==> config.mk <==
export PLATFORM = sky130hd
export DESIGN_NAME = rx_deframer
export DESIGN_NICKNAME = d
export VERILOG_FILES = /design/src/rtl/rx_deframer_pkg.sv /design/src/rtl/rx_wake_timer.sv /design/src/rtl/rx_preamble_det.sv /design/src/rtl/rx_field_shift.sv /design/src/rtl/rx_deframer.sv
export SDC_FILE = /design/constraint.sdc
export NUM_CORES = 1
export LEC_CHECK = 0
export BUFFER_PORTS_ARGS = -buffer_cell sky130_fd_sc_hd__buf_2
export CAP_MARGIN = 20
export CORE_MARGIN = 10
export CORE_UTILIZATION = 41
export CTS_CLUSTER_SIZE = 28
export DETAILED_ROUTE_END_ITERATION = 6
export PLACE_DENSITY = 0.63
export SETUP_SLACK_MARGIN = 0.5
export SKIP_CTS_REPAIR_TIMING = 1
export SLEW_MARGIN = 25
export SYNTH_ARGS = -nofsm -noshare
export SYNTH_HDL_FRONTEND = slang
export SYNTH_SLANG_ARGS = --single-unit
==> constraint.sdc <==
create_clock -name clk_i -period 1.4 [get_ports clk_i]
set_clock_uncertainty 0.05 [all_clocks]
set_input_delay 0.14 -clock clk_i [delete_from_list [all_inputs] [get_ports clk_i]]
set_output_delay 0.14 -clock clk_i [all_outputs]
set_load 0.05 [all_outputs]
==> src/rtl/rx_deframer_pkg.sv <==
package rx_deframer_pkg;
  typedef enum logic [1:0] {
    ST_SLEEP,
    ST_HUNT,
    ST_CAPTURE,
    ST_DONE
  } rx_state_e;

  localparam logic [1:0] CTRL_SLEEP  = 2'b00;
  localparam logic [1:0] CTRL_ACTIVE = 2'b11;
endpackage

==> src/rtl/rx_wake_timer.sv <==
module rx_wake_timer #(
  parameter int SLEEP_CYCLES = 16,
  parameter int HUNT_CYCLES  = 32
) (
  input  logic clk_i,
  input  logic rst_ni,
  input  logic clr_i,
  input  logic en_i,
  output logic sleep_done_o,
  output logic hunt_done_o
);
  localparam int MAX_CYC = (SLEEP_CYCLES > HUNT_CYCLES) ? SLEEP_CYCLES : HUNT_CYCLES;
  localparam int CW      = (MAX_CYC > 1) ? $clog2(MAX_CYC) : 1;

  logic [CW-1:0] cnt_q;

  always_ff @(posedge clk_i or negedge rst_ni) begin
    if (!rst_ni)    cnt_q <= '0;
    else if (clr_i) cnt_q <= '0;
    else if (en_i)  cnt_q <= cnt_q + 1'b1;
  end

  assign sleep_done_o = (cnt_q == CW'(SLEEP_CYCLES - 1));
  assign hunt_done_o  = (cnt_q == CW'(HUNT_CYCLES - 1));
endmodule

==> src/rtl/rx_preamble_det.sv <==
module rx_preamble_det #(
  parameter int               PRE_W    = 8,
  parameter logic [PRE_W-1:0] PREAMBLE = 8'b1010_1011
) (
  input  logic clk_i,
  input  logic rst_ni,
  input  logic en_i,
  input  logic bit_i,
  output logic match_o
);
  // history of the previous PRE_W-1 bits plus a fill mask
  logic [PRE_W-2:0] hist_q;
  logic [PRE_W-2:0] fill_q;

  always_ff @(posedge clk_i or negedge rst_ni) begin
    if (!rst_ni) begin
      hist_q <= '0;
      fill_q <= '0;
    end else if (!en_i) begin
      hist_q <= '0;
      fill_q <= '0;
    end else begin
      hist_q <= {hist_q[PRE_W-3:0], bit_i};
      fill_q <= {fill_q[PRE_W-3:0], 1'b1};
    end
  end

  assign match_o = en_i && fill_q[PRE_W-2] && ({hist_q, bit_i} == PREAMBLE);
endmodule

==> src/rtl/rx_field_shift.sv <==
module rx_field_shift #(
  parameter int FIELD_W = 9
) (
  input  logic               clk_i,
  input  logic               rst_ni,
  input  logic               en_i,
  input  logic               bit_i,
  output logic               last_o,
  output logic [FIELD_W-1:0] field_o
);
  localparam int CW = $clog2(FIELD_W);

  logic [FIELD_W-2:0] sr_q;
  logic [CW-1:0]      cnt_q;

  always_ff @(posedge clk_i or negedge rst_ni) begin
    if (!rst_ni) begin
      sr_q  <= '0;
      cnt_q <= '0;
    end else if (!en_i) begin
      sr_q  <= '0;
      cnt_q <= '0;
    end else begin
      sr_q  <= {sr_q[FIELD_W-3:0], bit_i};
      cnt_q <= cnt_q + 1'b1;
    end
  end

  assign last_o  = en_i && (cnt_q == CW'(FIELD_W - 1));
  assign field_o = {sr_q, bit_i};
endmodule

==> src/rtl/rx_deframer.sv <==
module rx_deframer
  import rx_deframer_pkg::*;
#(
  parameter int                 SLEEP_CYCLES = 16,
  parameter int                 HUNT_CYCLES  = 32,
  parameter int                 PRE_W        = 8,
  parameter logic [PRE_W-1:0]   PREAMBLE     = 8'b1010_1011,
  parameter int                 ADDR_W       = 3,
  parameter int                 DATA_W       = 6
) (
  input  logic                     clk_i,
  input  logic                     rst_ni,
  input  logic                     rx_bit_i,
  output logic [1:0]               rx_ctrl_o,
  output logic [ADDR_W+DATA_W-1:0] rx_word_o,
  output logic                     rx_valid_o
);
  localparam int WORD_W = ADDR_W + DATA_W;

  rx_state_e          state_q, state_d;
  logic               tmr_clr, tmr_en, sleep_done, hunt_done;
  logic               pre_match, fld_last;
  logic [WORD_W-1:0]  fld_word, word_q;

  rx_wake_timer #(
    .SLEEP_CYCLES(SLEEP_CYCLES),
    .HUNT_CYCLES (HUNT_CYCLES)
  ) u_timer (
    .clk_i       (clk_i),
    .rst_ni      (rst_ni),
    .clr_i       (tmr_clr),
    .en_i        (tmr_en),
    .sleep_done_o(sleep_done),
    .hunt_done_o (hunt_done)
  );

  rx_preamble_det #(
    .PRE_W   (PRE_W),
    .PREAMBLE(PREAMBLE)
  ) u_pre (
    .clk_i  (clk_i),
    .rst_ni (rst_ni),
    .en_i   (state_q == ST_HUNT),
    .bit_i  (rx_bit_i),
    .match_o(pre_match)
  );

  rx_field_shift #(
    .FIELD_W(WORD_W)
  ) u_fld (
    .clk_i  (clk_i),
    .rst_ni (rst_ni),
    .en_i   (state_q == ST_CAPTURE),
    .bit_i  (rx_bit_i),
    .last_o (fld_last),
    .field_o(fld_word)
  );

  always_comb begin
    state_d = state_q;
    tmr_clr = 1'b0;
    tmr_en  = 1'b0;
    unique case (state_q)
      ST_SLEEP: begin
        tmr_en = 1'b1;
        if (sleep_done) begin
          state_d = ST_HUNT;
          tmr_clr = 1'b1;
        end
      end
      ST_HUNT: begin
        tmr_en = 1'b1;
        if (pre_match) begin
          state_d = ST_CAPTURE;
          tmr_clr = 1'b1;
        end else if (hunt_done) begin
          state_d = ST_SLEEP;
          tmr_clr = 1'b1;
        end
      end
      ST_CAPTURE: begin
        if (fld_last) state_d = ST_DONE;
      end
      ST_DONE: begin
        state_d = ST_SLEEP;
        tmr_clr = 1'b1;
      end
      default: state_d = ST_SLEEP;
    endcase
  end

  always_ff @(posedge clk_i or negedge rst_ni) begin
    if (!rst_ni) begin
      state_q <= ST_SLEEP;
      word_q  <= '0;
    end else begin
      state_q <= state_d;
      if (state_q == ST_CAPTURE && fld_last) word_q <= fld_word;
    end
  end

  assign rx_ctrl_o  = (state_q == ST_SLEEP) ? CTRL_SLEEP : CTRL_ACTIVE;
  assign rx_valid_o = (state_q == ST_DONE);
  assign rx_word_o  = word_q;
endmodule

After elaboration in Yosys (flattened, before gate mapping)
Index checks and enable logic that the tools add are counted.
- output and inout bits: 12
- flip-flop bits (word level): 42
- logic and storage cells: 44
- $add $sub $neg: 2
- eq/ne operators: 10
- reductions and logical operators: 8
- multiplexer cells: 17
- operators by type and width (operator ; count):
    7-bit two-way mux ; 2
    2-bit two-way mux ; 5
    5-bit two-way mux ; 2
    8-bit equality test (second input constant) ; 1
    8-bit two-way mux ; 1
    2-bit case mux with 4 select lines ; 1
    5-bit by 1-bit adder with 5-bit output (second input constant) ; 1
    5-bit by 4-bit equality test with 1-bit output (second input constant) ; 1
    5-bit equality test (second input constant) ; 1
    4-bit by 1-bit adder with 4-bit output (second input constant) ; 1
    2-bit equality test (second input constant) ; 2
    4-bit equality test (second input constant) ; 1
    1-bit logical AND ; 4
    1-bit two-way mux ; 4
    4-bit two-way mux ; 1
    2-bit inequality test (second input constant) ; 2
    3-bit inequality test (second input constant) ; 1
    1-bit case mux with 3 select lines ; 1
    3-bit AND reduction ; 1
    2-bit by 1-bit equality test with 1-bit output (second input constant) ; 1
    2-bit zero test ; 1
    2-bit nonzero test ; 1
    2-bit OR reduction ; 1

Longest topological paths before layout
- depth in word-level cells: 6
- gate-level depth with buffers: 6

Modules after synthesis
Synthesis repeated with hierarchy kept, for this count alone.
- cells, all modules: 124
- area, all modules: 1700.4 um2
- by module, submodules not included (module ; seq. area each (um2) ; cells each ; times used ; area each (um2)):
    rx_deframer ; 275.3 ; 34 ; 1 ; 489.2
    rx_preamble_det ; 350.3 ; 31 ; 1 ; 466.7
    rx_field_shift ; 300.3 ; 35 ; 1 ; 461.7
    rx_wake_timer ; 125.1 ; 24 ; 1 ; 282.8

Worst setup path after synthesis
No wires, ideal clock.
- path type: register -> register
- from: reg u_timer.cnt_q[0]
- to: reg u_timer.cnt_q[4]
- data arrival time: 1.422 ns
- setup time: 0.095 ns
- clock period less this slack: 1.567 ns
- stages on the path, launching flop included: 7
- slack: -0.167 ns
- cell sequence: dfrtp_1 ha_1 and3_1 ha_1 a21oi_1 a31oi_4 o31ai_1
- cells in the longest elaborated chain, start to end: 5
- elaborated cells on any way between the ends: 10
- those cells by class: 1 x add/sub; 2 x eq/ne; 6 x mux; 1 x reduce/logical
- RTL lines (element ; line ; RTL):
    start: declaration ; rx_wake_timer.sv:15 ; logic [CW-1:0] cnt_q;
    start signal: assignment ; rx_wake_timer.sv:20 ; else if (en_i) cnt_q <= cnt_q + 1'b1;
    5-bit equality test ; rx_wake_timer.sv:24 ; assign hunt_done_o = (cnt_q == CW'(HUNT_CYCLES - 1));
    1-bit two-way mux ; rx_deframer.sv:76 ; end else if (hunt_done) begin
    1-bit two-way mux ; rx_deframer.sv:73 ; if (pre_match) begin
    1-bit case mux with 3 select lines ; rx_deframer.sv:63 ; unique case (state_q)
    5-bit two-way mux or 2-bit nonzero test (tied branches) ; - ;
Parallel ways exist; a longest one is shown, timed or not. The select of a mux whose other input is x is not followed.
A chain may end at the register's enable or synchronous reset.

Final worst setup path
- from: reg u_pre.hist_q[1]
- to: reg u_timer.cnt_q[0]
- cells in the longest elaborated chain, start to end: 5
- elaborated cells on any way between the ends: 6
- those cells by class: 1 x eq/ne; 3 x mux; 2 x reduce/logical
- RTL lines (element ; line ; RTL):
    start: declaration ; rx_preamble_det.sv:12 ; logic [PRE_W-2:0] hist_q;
    start signal: assignment ; rx_preamble_det.sv:23 ; hist_q <= {hist_q[PRE_W-3:0], bit_i};
    8-bit equality test * ; rx_preamble_det.sv:28 ; assign match_o = en_i && fill_q[PRE_W-2] && ({hist_q, bit_i} == PREAMBLE);
    1-bit logical AND * ; rx_preamble_det.sv:28 ;
    1-bit two-way mux * ; rx_deframer.sv:73 ;
    1-bit case mux with 3 select lines * ; rx_deframer.sv:63 ;
    5-bit two-way mux or 2-bit nonzero test (tied branches) ; - ;
Every way passes the cells marked *; elsewhere a longest branch is shown, timed or not.

==> impl_metrics.json <==
{
  "clkTransAtPathRegs_ns": 0.07,
  "crit_family": "simple AND/OR/NAND/NOR gates",
  "grt_start_max_net_pins": 25,
  "fmax_mhz": 650.7,
  "pin_count": 15,
  "critPathMaxStageDelay_ns": 0.51,
  "first_global_vias": 1090,
  "layout_min_cycle_time_ns": 1.537,
  "syn_area_um2": 1642,
  "ff2ff_path_depth": 4,
  "antenna_found_initial": 0,
  "pwr-share-comb_pct": 35.0,
  "violations": "negative hold slack, negative setup slack",
  "min_period_over_period_pct": 109.8,
  "ctsHtreeMaxLevel": 2,
  "fin_ws_ns": -0.1367,
  "reg2reg_slack_ns": -0.14,
  "clkPwrFrac_pct": 21.0,
  "cp_num_buf_inv": 0,
  "clk_latency_ns": 0.29,
  "r2r-start": "u_pre.hist_q[1]",
  "worstSetupStartpoint": "u_pre.hist_q[1]",
  "finalNetCount": 178,
  "drive_gt1_share_pct": 59.65,
  "status": "complete, but fails checks",
  "relSlewSlack_pct": 71.68,
  "n_antenna_cell": 0,
  "drc": 0,
  "worst-path-stages": 4,
  "cts_buffers": 5,
  "gp_congestion": 0.7614,
  "final-setup-viol-count": 17,
  "yosys_warnings": 0,
  "p_sw_mw": 1.076,
  "synth_cell_types": 26,
  "die_h_um": 83.28,
  "syn-mean-instance-area_um2": 12.93,
  "row_count": 22,
  "worst_pin_slew_ns": 0.4248,
  "hold_path.class": "in2async",
  "path_cells": "nand4b_1 > or4_4 > a31oi_4 > o21ai_2",
  "drv_slew": 0,
  "worstReg2RegEnd": "u_timer.cnt_q[0]",
  "crit_end": "u_timer.cnt_q[0]",
  "ir_worst_vdd_uv": 1082,
  "fp.dieW_um": 83.28,
  "endpoint_kind": "flip-flop",
  "crit_type": "reg2reg",
  "rsz0062_at_grt": "true",
  "drv_cap": 0,
  "firstDrtPassIters": 4,
  "power.density_nw_per_um2": 1534,
  "whs_ns": -0.2730,
  "cts_buffer_depth": 2,
  "ys_ff_latch": 42,
  "via_per_inst": 4.804,
  "wirelength_um": 3141,
  "mostFrequentLayoutCell": "dfrtp_1",
  "syn_to_final_growth_pct": 46.80,
  "p_seq_share_pct": 43.9,
  "grt_pass1_wl_um": 4726,
  "post-route-cell-area_um2": 2410,
  "p_leak_nw": 1.134,
  "synth_edf_count": 0,
  "core_um2": 3771,
  "cp-start-kind": "flip-flop",
  "hold_viol": 18,
  "clock_sinks": 42,
  "cp_data_required_time_ns": 1.52,
  "cts_root_buf": "clkbuf_8",
  "swShare_pct": 29.11,
  "globalRouteOverflowTotal": 0,
  "cp_max_fo": 5,
  "yosysSeqAreaShare_pct": 64.02,
  "drt_iter0_drc": 54,
  "dpl.hpwl_um": 1873,
  "routed-via-count": 1052,
  "final_cell_mix": "41 x dfrtp_1, 21 x buf_6, 20 x and2_4",
  "die-area_um2": 6935,
  "post-route-util_pct": 63.90,
  "p_total_mw": 3.696,
  "ant_nets": 0,
  "avgRoutedWirePerCell_um": 14.34,
  "grt_usage_pct": 8.248,
  "start_util_pct": 43.53,
  "cpMaxStageDelayCell": "or4_4",
  "syn_inst": 127,
  "placed_cell_area_um2": 1879,
  "synthesis.nets": 135,
  "cts_tree": "built",
  "async_flop_share_pct": 100.0,
  "synth-main-ff-cell": "dfrtp_1",
  "cp.arrival_ns": 1.66,
  "io_buffers": 14,
  "intPower_mw": 2.620
}
[registers in the layout, indices dropped and copies added, names as in the netlist, named ones only]
name and count:
state_q 1, u_fld.sr_q 8, u_fld.cnt_q 4, rx_word_o 9, u_pre.fill_q 7, u_pre.hist_q 7
u_timer.cnt_q 5
[layer usage]
layer  routed length [um]  GRT usage, %  up-vias
met1                 1435         9.117      512
met3                  210         3.809       11
li1                     -             -      494
met4                   71         6.154        0
met2                 1423         12.08       35
met5                    0             0        -
[metrics by stage]
step / TNS (ns) / cells / setup WS (ns)
floorplan: -1.498 / 127 / -0.1424
finish: -1.615 / 219 / -0.1367
global placement: -1.418 / 198 / -0.1232
CTS: -2.466 / 206 / -0.1822
detailed placement: -1.889 / 198 / -0.1689
global route: -2.947 / 219 / -0.2188
[worst register-to-register path, stage by stage, from the launching register on]
cell	delay, ns
dfrtp_1	0.37
nand4b_1	0.16
or4_4	0.51
a31oi_4	0.24
o21ai_2	0.10
[cells in the mapped netlist (2+ instances only)]
| library cell | n | area [um^2] |
|---|---|---|
| nand3_1 | 2 | 10.01 |
| nor2_1 | 7 | 26.28 |
| xor2_1 | 3 | 26.28 |
| dfrtp_1 | 42 | 1051 |
| ha_1 | 5 | 62.56 |
| a21oi_1 | 2 | 10.01 |
| inv_1 | 8 | 30.03 |
| and2_1 | 22 | 137.6 |
| mux2_2 | 9 | 101.4 |
| nand2_1 | 8 | 30.03 |
| o21ai_0 | 3 | 15.01 |
| clkbuf_1 | 2 | 7.510 |
[worst min-delay path by stage]
stage / slack [ns] / cells after the start / start / endpoint
final: -0.27 / 1 / rst_ni / u_pre.fill_q[1]
after global routing: -0.26 / 1 / rst_ni / rx_word_o[2]
after CTS: -0.27 / 1 / rst_ni / rx_word_o[7]
after detailed placement: 0.06 / 1 / rst_ni / u_pre.fill_q[1]
after global placement: 0.05 / 1 / rst_ni / u_pre.fill_q[2]
after floorplan: -0.21 / 0 / rst_ni / async pin
[area by class of cell]
cell class / count / area, um^2
well taps: 48 / 60.06
clock inverters: 1 / 5.005
clock buffers: 7 / 86.33
multi-input cells: 74 / 734.5
flip-flops and latches: 42 / 1052
repair buffers: 39 / 424.2
fillers: 269 / 1361
inverters: 8 / 47.55
[cell families after synthesis]
group	after synthesis	share of synthesized area [%]
fa+ha+maj	5	3.811
buf+inv	12	3.430
xor+xnor	4	2.135
simple gates	48	17.15
mux	9	6.174
compound gates	7	3.277
flops	42	64.02
[power groups by stage]
stage / clock network, mW / logic (mW) / registers [mW]
floorplan: 0 / 0.580 / 1.60
global placement: 0 / 0.737 / 1.60
detailed placement: 0 / 0.766 / 1.62
CTS: 0.815 / 0.769 / 1.60
global route: 0.868 / 1.42 / 1.65
finish: 0.777 / 1.30 / 1.62
Note: power is estimated with default switching activity, not from simulation.
